**config.mk**
```make
export PLATFORM = sky130hd
export DESIGN_NAME = periph_irq_ctrl
export DESIGN_NICKNAME = d
export VERILOG_FILES = /design/src/rtl/irqc_pkg.sv /design/src/rtl/irqc_src_bank.sv /design/src/rtl/irqc_rst_key.sv /design/src/rtl/periph_irq_ctrl.sv
export SDC_FILE = /design/constraint.sdc
export NUM_CORES = 1
export LEC_CHECK = 0
export BUFFER_PORTS_ARGS = -buffer_cell sky130_fd_sc_hd__buf_2
export CAP_MARGIN = 20
export CORE_ASPECT_RATIO = 0.75
export CORE_MARGIN = 3
export CORE_UTILIZATION = 35
export DETAILED_ROUTE_END_ITERATION = 8
export PLACE_DENSITY = 0.67
export SLEW_MARGIN = 20
export SYNTH_ARGS = -nofsm -noshare
export SYNTH_HDL_FRONTEND = slang
export SYNTH_SLANG_ARGS = --single-unit
```
**constraint.sdc**
```tcl
create_clock -name clk -period 2.4 [get_ports clk]
set_input_delay 0.12 -clock clk [delete_from_list [all_inputs] [get_ports clk]]
set_output_delay 0.12 -clock clk [all_outputs]
set_load 0.02 [all_outputs]
```
**src/rtl/irqc_pkg.sv**
```systemverilog
package irqc_pkg;
  localparam logic [31:0] OFS_GIE   = 32'h1C;
  localparam logic [31:0] OFS_STS   = 32'h20;
  localparam logic [31:0] OFS_EN    = 32'h28;
  localparam logic [31:0] OFS_RST   = 32'h40;
  localparam logic [31:0] RESET_KEY = 32'h0000_000A;

  typedef enum logic [2:0] {
    SEL_NONE,
    SEL_GIE,
    SEL_STS,
    SEL_EN,
    SEL_RST
  } reg_sel_e;
endpackage

```
**src/rtl/irqc_src_bank.sv**
```systemverilog
module irqc_src_bank #(
  parameter int NSRC = 8
) (
  input  logic            clk,
  input  logic            rst_n,
  input  logic [NSRC-1:0] set_i,
  input  logic [NSRC-1:0] w1c_i,
  input  logic            en_wr_i,
  input  logic [NSRC-1:0] en_wdata_i,
  input  logic            flush_i,
  output logic [NSRC-1:0] sts_o,
  output logic [NSRC-1:0] en_o
);
  logic [NSRC-1:0] sts_d, sts_q;
  logic [NSRC-1:0] en_d, en_q;

  for (genvar k = 0; k < NSRC; k++) begin : g_src
    always_comb begin
      if (flush_i) begin
        sts_d[k] = 1'b0;
      end else begin
        sts_d[k] = set_i[k] | (sts_q[k] & ~w1c_i[k]);
      end
    end

    always_comb begin
      if (flush_i) begin
        en_d[k] = 1'b0;
      end else if (en_wr_i) begin
        en_d[k] = en_wdata_i[k];
      end else begin
        en_d[k] = en_q[k];
      end
    end

    always_ff @(posedge clk or negedge rst_n) begin
      if (!rst_n) begin
        sts_q[k] <= 1'b0;
        en_q[k]  <= 1'b0;
      end else begin
        sts_q[k] <= sts_d[k];
        en_q[k]  <= en_d[k];
      end
    end

    // an event outside a flush always leaves the bit set
    assert_evt_latch_R1: assert property (@(posedge clk) disable iff (!rst_n)
      (set_i[k] && !flush_i) |=> sts_q[k]);

    // a clear with no competing event empties the bit
    assert_w1c_clear_R2: assert property (@(posedge clk) disable iff (!rst_n)
      (w1c_i[k] && !set_i[k]) |=> !sts_q[k]);

    // a flush empties status and enable
    assert_flush_clear_R6: assert property (@(posedge clk) disable iff (!rst_n)
      flush_i |=> (!sts_q[k] && !en_q[k]));
  end

  assign sts_o = sts_q;
  assign en_o  = en_q;
endmodule

```
**src/rtl/irqc_rst_key.sv**
```systemverilog
module irqc_rst_key #(
  parameter int          DATA_W = 32,
  parameter logic [31:0] KEY    = 32'h0A
) (
  input  logic              clk,
  input  logic              rst_n,
  input  logic              hit_i,
  input  logic [DATA_W-1:0] wdata_i,
  output logic              flush_o,
  output logic              err_o,
  output logic              pulse_o
);
  logic key_ok;
  logic pulse_d, pulse_q;

  assign key_ok  = hit_i && (wdata_i == DATA_W'(KEY));
  assign flush_o = key_ok;
  assign err_o   = hit_i && !key_ok;

  always_comb begin
    pulse_d = key_ok;
  end

  always_ff @(posedge clk or negedge rst_n) begin
    if (!rst_n) begin
      pulse_q <= 1'b0;
    end else begin
      pulse_q <= pulse_d;
    end
  end

  assign pulse_o = pulse_q;

  // the key write produces the pulse in the next cycle
  assert_key_pulse_R6: assert property (@(posedge clk) disable iff (!rst_n)
    (hit_i && wdata_i == DATA_W'(KEY)) |=> pulse_o);

  // the pulse lasts one cycle unless the key is written again
  assert_pulse_single_R6: assert property (@(posedge clk) disable iff (!rst_n)
    (pulse_o && !hit_i) |=> !pulse_o);

  // a wrong value never yields a pulse
  assert_bad_key_R7: assert property (@(posedge clk) disable iff (!rst_n)
    (hit_i && wdata_i != DATA_W'(KEY)) |=> !pulse_o);
endmodule

```
**src/rtl/periph_irq_ctrl.sv**
```systemverilog
module periph_irq_ctrl
  import irqc_pkg::*;
#(
  parameter int NUM_EVT = 7,
  parameter int ADDR_W  = 8,
  parameter int DATA_W  = 32
) (
  input  logic               clk,
  input  logic               rst_n,
  input  logic               reg_wr_i,
  input  logic [ADDR_W-1:0]  reg_addr_i,
  input  logic [DATA_W-1:0]  reg_wdata_i,
  output logic [DATA_W-1:0]  reg_rdata_o,
  input  logic [NUM_EVT-1:0] evt_i,
  output logic               core_rst_o,
  output logic               irq_o
);
  localparam int NSRC    = NUM_EVT + 1;
  localparam int GIE_BIT = DATA_W - 1;

  reg_sel_e        sel;
  logic            gie_d, gie_q;
  logic            key_flush, key_err;
  logic [NSRC-1:0] set_vec, w1c_vec, sts, en;

  always_comb begin
    if (reg_addr_i == ADDR_W'(OFS_GIE)) begin
      sel = SEL_GIE;
    end else if (reg_addr_i == ADDR_W'(OFS_STS)) begin
      sel = SEL_STS;
    end else if (reg_addr_i == ADDR_W'(OFS_EN)) begin
      sel = SEL_EN;
    end else if (reg_addr_i == ADDR_W'(OFS_RST)) begin
      sel = SEL_RST;
    end else begin
      sel = SEL_NONE;
    end
  end

  always_comb begin
    if (reg_wr_i && sel == SEL_GIE) begin
      gie_d = reg_wdata_i[GIE_BIT];
    end else begin
      gie_d = gie_q;
    end
  end

  always_ff @(posedge clk or negedge rst_n) begin
    if (!rst_n) begin
      gie_q <= 1'b0;
    end else begin
      gie_q <= gie_d;
    end
  end

  assign w1c_vec = (reg_wr_i && sel == SEL_STS) ? reg_wdata_i[NSRC-1:0] : '0;
  assign set_vec = {key_err, evt_i};

  irqc_rst_key #(
    .DATA_W (DATA_W),
    .KEY    (RESET_KEY)
  ) u_rst_key (
    .clk     (clk),
    .rst_n   (rst_n),
    .hit_i   (reg_wr_i && sel == SEL_RST),
    .wdata_i (reg_wdata_i),
    .flush_o (key_flush),
    .err_o   (key_err),
    .pulse_o (core_rst_o)
  );

  irqc_src_bank #(
    .NSRC (NSRC)
  ) u_src_bank (
    .clk        (clk),
    .rst_n      (rst_n),
    .set_i      (set_vec),
    .w1c_i      (w1c_vec),
    .en_wr_i    (reg_wr_i && sel == SEL_EN),
    .en_wdata_i (reg_wdata_i[NSRC-1:0]),
    .flush_i    (key_flush),
    .sts_o      (sts),
    .en_o       (en)
  );

  always_comb begin
    reg_rdata_o = '0;
    case (sel)
      SEL_GIE: reg_rdata_o[GIE_BIT]   = gie_q;
      SEL_STS: reg_rdata_o[NSRC-1:0]  = sts;
      SEL_EN:  reg_rdata_o[NSRC-1:0]  = en;
      default: reg_rdata_o = '0;
    endcase
  end

  assign irq_o = gie_q && |(sts & en);

  // the global enable follows bit 31 of a write to its offset
  assert_gie_load_R4: assert property (@(posedge clk) disable iff (!rst_n)
    (reg_wr_i && reg_addr_i == ADDR_W'(OFS_GIE)) |=> (gie_q == $past(reg_wdata_i[GIE_BIT])));

  // no interrupt while the global enable is clear
  assert_irq_gated_R5: assert property (@(posedge clk) disable iff (!rst_n)
    !gie_q |-> !irq_o);

  // unused upper bits of status and enable read zero
  assert_upper_zero_R8: assert property (@(posedge clk) disable iff (!rst_n)
    (reg_addr_i == ADDR_W'(OFS_STS) || reg_addr_i == ADDR_W'(OFS_EN))
      |-> (reg_rdata_o[DATA_W-1:NSRC] == '0));

  // the reset register reads as zero
  assert_rst_reads_zero_R8: assert property (@(posedge clk) disable iff (!rst_n)
    (reg_addr_i == ADDR_W'(OFS_RST)) |-> (reg_rdata_o == '0));
endmodule

```
==> flow_summary.ini, run 1 <==
[floorplan]
dieArea_um2 = 4316
die_h_um = 57.65
rows = 18
die_w_um = 74.87
io_pins = 84
fp.coreArea_um2 = 3356
start_util_pct = 37.10

[global_route]
grt_antenna_before_repair = 0
grt_max_degree = 19
grt_pass1_vias = 1030
track_usage_pct = 14.81
grt_pass1_wl_mm = 4.995
grt-ovfl-total = 0

[sta]
slew_viol_final = 0
fmax_mhz = 643.8
fin_skew_ns = 0
timing.final.hold_violations = 0
worstMarginPinSlew_ns = 0.6572
post-route-period-util_pct = 64.72
maxSlewHeadroom_pct = 56.05
hold_ws_ns = 0.08724
fin_crit_ns = 1.553
setup_viol = 0
rsz0062_at_grt = no
tns_ns = 0

[clock_network]
clkLatencyLatePin_ns = 0.25
cts_buffers = 3
cts-root-buf = clkbuf_8
clk_pin_slew_ns = 0.07
cts_setup_buffers = 0
clk_path_buf_depth = 2
htreeDepth = 1
cts_tree = yes
cts.sinks = 18

[critical_path]
crit_path_end_kind = output port
arrival_ns = 1.43
startpoint_type = input port
cp_max_fo = 8
path_class = in2out
regToRegSetupSlack_ns = 1.59
critPathRequiredTime_ns = 2.28
r2r-start = u_src_bank.sts_o[6]
startpoint = reg_addr_i[4]

[logic_synthesis]
syn_inst = 127
yosysWarnings = 0
ys_seq_elements = 18
ys_types = 32
syn_area_um2 = 1245
yosysSeqAreaShare_pct = 36.18
syn-mean-instance-area_um2 = 9.803

[cells_and_area]
ff_latch_area_um2 = 450.4
layout_commonest_cell = buf_2
drive_above_1_share_pct = 39.04
layout.nets = 238
multi_input_area_um2 = 649.4
fillers = 333
n_antenna_cell = 0
layout_common_cells = buf_2, conb_1, dfrtp_1, nor2_1
area_growth_pct = 24.12
postLayoutCoreUtil_pct = 46.05
final_cell_count_no_fill = 227

[status]
outcome = finished clean

[job]
max-cap-violations = 0

[route]
met3_length_um = 191
wl_per_cell_um = 13.66
drtIter0Drc = 98
post-route-drc-count = 0
wl_met2_mm = 1.433
via_per_inst = 4.775
ant_nets = 0
top_layer_used = met3
drt-pass1-iter-count = 4
via_count = 1084
routed_wl_mm = 3.100
drt-met1-wl_mm = 1.474

[power_and_ir_drop]
p_leak_nw = 0.8631
power_uw = 686.5
powerDensity_nw_per_um2 = 444.3
peakVddDrop_mv = 0.3174

[placement]
place.gp.congestion = 0.7340
dp.cells = 222
port_buffers = 60
post-dp-hpwl_mm = 2.606

[worst_hold_path]
hold_path_class = in2reg
hold_start = reg_wdata_i[3]
[sequential cells by signal, indices dropped and copies added (netlist names)]
| name | cells |
|---|---|
| u_src_bank.sts_o | 8 |
| u_src_bank.en_o | 8 |
| gie_q | 1 |
| u_rst_key.pulse_o | 1 |
[routing by layer]
metal / vias up / global-route usage (%)
met5: - / 0
met4: 0 / 0.7614
met3: 0 / 3.813
met2: 37 / 22.21
met1: 507 / 22.57
li1: 540 / -
[final cells by class]
type,instances,area share [%]
Tap cell,40,3.239
Clock buffer,4,3.563
Sequential cell,18,29.15
Inverter,8,1.943
Multi-Input combinational cell,96,42.02
Timing Repair Buffer,61,20.08
[cell usage after synthesis]
master     n  area share (%)
o21ai_0    1            0.40
mux2i_1    8             6.4
nand4_1    3             1.5
buf_2      1            0.40
nor4b_1    2             1.4
a41oi_1    1            0.70
nand2_1    1            0.30
nand4_2    2             2.0
a311oi_2   1             1.2
nor4b_4    1             1.9
and3_1     2             1.0
clkbuf_2   1            0.40
nor2_1    16             4.8
nand3_1    1            0.40
and4_2     1            0.80
and2b_1    1            0.60
a22o_1     8             5.6
a311oi_1   6             4.2
nor3_4     1             1.3
nor4_1     7             3.5
nor2_2     1            0.50
nor4_4     1             1.7
inv_1      8             2.4
buf_6      1            0.90
dfrtp_1   18              36
clkbuf_1   1            0.30
and2_1     2             1.0
buf_4     23              14
mux2_2     1            0.90
nor2b_1    1            0.50
conb_1     1            0.30
a22oi_1    4             2.4
[final timing paths]
| path | endpoint | cells past startpoint |
|---|---|---|
| max | reg_rdata_o[1] | 5 |
| min | u_src_bank.sts_o[3] | 2 |
| max reg2reg | u_src_bank.sts_o[6] | 2 |
| min reg2reg | gie_q | 1 |
| max in group asynchronous | u_src_bank.en_o[2] | 2 |
| min in group asynchronous | u_src_bank.sts_o[3] | 2 |
[logic make-up after synthesis]
| kind of cell | count (synthesis) | share of synthesized area (%) |
|---|---|---|
| compound gates | 21 | 14.57 |
| buf+inv | 35 | 18.29 |
| flops | 18 | 36.18 |
| mux | 9 | 7.337 |
| other cells | 1 | 0.3012 |
| simple gates | 43 | 23.32 |
[power breakdown]
group,total [mW],internal [mW],switching [mW]
Sequential,0.319,0.312,0.00672
Combinational,0.122,0.0450,0.0765
Clock,0.246,0.146,0.101
Total,0.687,0.503,0.184
[stage by stage]
stage          cell area, um^2  setup slack (ns)
6_report                  1545            0.8467
5_1_grt                   1545            0.7682
4_1_cts                   1545            0.8557
3_5_place_dp              1480            0.7443
3_3_place_gp              1480            0.7754
2_1_floorplan             1328             1.191
[worst max-delay path: stages]
cell and delay, ns:
buf_2 0.11, nor4_1 0.42, and2_1 0.40, a22o_1 0.22, buf_2 0.16
[what timing repair did]
item / in CTS / in global routing
gates resized for setup: 0 / 0
hold buffers: 1 / 0
endpoints found under the hold margin: 18 / 0
Note: power is estimated with default switching activity, not from simulation.
==> run 2: changes to the inputs <==
Clock period 2.4 ns to 1.6 ns, I/O delays scaled along.
==> flow_summary.ini, run 2 (synthesized netlist as in run 1, its figures left out) <==
[status]
outcome = finished clean

[placement]
dp.cells = 223
post_dp_cell_area_um2 = 1488
place.gp.congestion = 0.7807
port_buffers = 60
post-dp-hpwl_mm = 2.611

[power_and_ir_drop]
peakVddDrop_mv = 0.3536
netSwitchingPower_uw = 288.2
p_leak_nw = 0.8685
swShare_pct = 27.65
powerDensity_nw_per_um2 = 671.4
power_mw = 1.042
p_seq_share_pct = 45.9
combinationalPowerShare_pct = 17.4
internal_power_uw = 754.2
pwr-share-clk_pct = 36.7

[global_route]
grt_pass1_vias = 1103
track_usage_pct = 15.16
grt-ovfl-total = 0
grt_antenna_before_repair = 0
grt_max_degree = 19
grt_pass1_wl_mm = 5.085

[clock_network]
clkLatencyLatePin_ns = 0.26
cts-root-buf = clkbuf_8
clk_pin_slew_ns = 0.08
ctsResizeCount = 0
cts_tree = yes
htreeDepth = 1
cts_buffers = 3
cts.sinks = 18
clk_path_buf_depth = 2

[cells_and_area]
area_growth_pct = 24.72
drive_above_1_share_pct = 39.36
fillers = 333
multi_input_area_um2 = 649.4
layout_common_cells = buf_2, conb_1, dfrtp_1, nor2_1
layout.nets = 239
final_cell_count_no_fill = 228
layout_commonest_cell = buf_2
final_area_um2 = 1553
n_antenna_cell = 0
ff_latch_area_um2 = 450.4

[critical_path]
r2r-start = u_src_bank.sts_o[6]
crit_path_end_kind = output port
cp_max_fo = 8
regToRegSetupSlack_ns = 0.76
r2r_cells = 2
path_class = in2out
critPathSlowestCell = nor4_1
startpoint_type = input port
path_depth = 5
critPathRequiredTime_ns = 1.52
path_cells = buf_2 > nor4_1 > and2_1 > a22o_1 > buf_2
crit_family = simple AND/OR/NAND/NOR gates
critical_path.max_stage_delay_ns = 0.40
reg2reg_to = u_src_bank.sts_o[6]
crit_buf_inv = 2
cpMostUsedCell = buf_2
arrival_ns = 1.36

[floorplan]
io_pins = 84
dieArea_um2 = 4316
die_w_um = 74.87
start_util_pct = 37.10
die_h_um = 57.65
fp.coreArea_um2 = 3356
rows = 18

[sta]
setup_viol = 0
fin_crit_ns = 1.439
rsz0062_at_grt = no
slew_viol_final = 0
fmax_mhz = 694.9
fin_skew_ns = 0
tns_ns = 0
timing.final.hold_violations = 0
post-route-period-util_pct = 89.94

[route]
ant_nets = 0
wl_per_cell_um = 13.85
routed_wl_mm = 3.158
post-route-drc-count = 0
drtIter0Drc = 116
via_count = 1128
drt-pass1-iter-count = 4
via_per_inst = 4.947

[worst_hold_path]
hold_depth = 2
hold_start = reg_wdata_i[3]
hold_path_class = in2reg
worstHoldEndpoint = u_src_bank.sts_o[3]

[job]
max-cap-violations = 0
## run 2: area by class of cell
cell class,count,share of cell area [%]
clock buffer,4,3.546
inverter,8,1.934
multi-input combinational,96,41.82
tap,40,3.223
timing repair buffer,62,20.47
sequential,18,29.01
## run 2: worst max-delay path by stage
stage | start | to | slack, ns
2_1_floorplan | reg_addr_i[5] | u_src_bank.sts_o[4] | 0.43
6_report | reg_addr_i[4] | reg_rdata_o[0] | 0.16
5_1_grt | reg_addr_i[7] | reg_rdata_o[0] | 0.06
3_3_place_gp | reg_addr_i[7] | u_src_bank.en_o[1] | 0.21
4_1_cts | reg_addr_i[4] | reg_rdata_o[2] | 0.18
3_5_place_dp | reg_addr_i[4] | reg_rdata_o[0] | 0.17
## run 2: routing by layer
metal	part of all wire, %	up-vias	wire (um)	global-route usage [%]
met5	0	-	0	0
li1	-	541	-	-
met1	46	539	1450	21.00
met3	8.1	0	257	4.853
met4	0	0	0	0.7614
met2	46	48	1450	24.44
## run 2: power groups by stage
stage | clock [mW] | combinational, mW | sequential, mW
after global routing | 0.407 | 0.202 | 0.480
after CTS | 0.388 | 0.182 | 0.478
after detailed placement | 0 | 0.180 | 0.487
final | 0.383 | 0.181 | 0.478
after global placement | 0 | 0.178 | 0.487
after floorplan | 0 | 0.129 | 0.484
## run 2: per-stage QoR
step | utilization (%) | hold slack (ns) | setup slack, ns
after CTS | 46.27 | 0.03513 | 0.1766
after global placement | 44.33 | 0.03283 | 0.2057
after global routing | 46.27 | 0.05715 | 0.06279
after detailed placement | 44.33 | 0.04135 | 0.1743
after floorplan | - | -0.2156 | 0.4306
final | 46.27 | 0.04211 | 0.1609
## run 2: timing repair
action	4_1_cts	5_1_grt
endpoints found under the hold margin	18	0
hold buffers	1	0
setup buffers	0	0
## run 2: worst register-to-register path, delay by kind of cell, from the launching register on
kind | cells | cell delay, ns
flops | 1 | 0.38
compound gates | 1 | 0.29
simple gates | 1 | 0.06
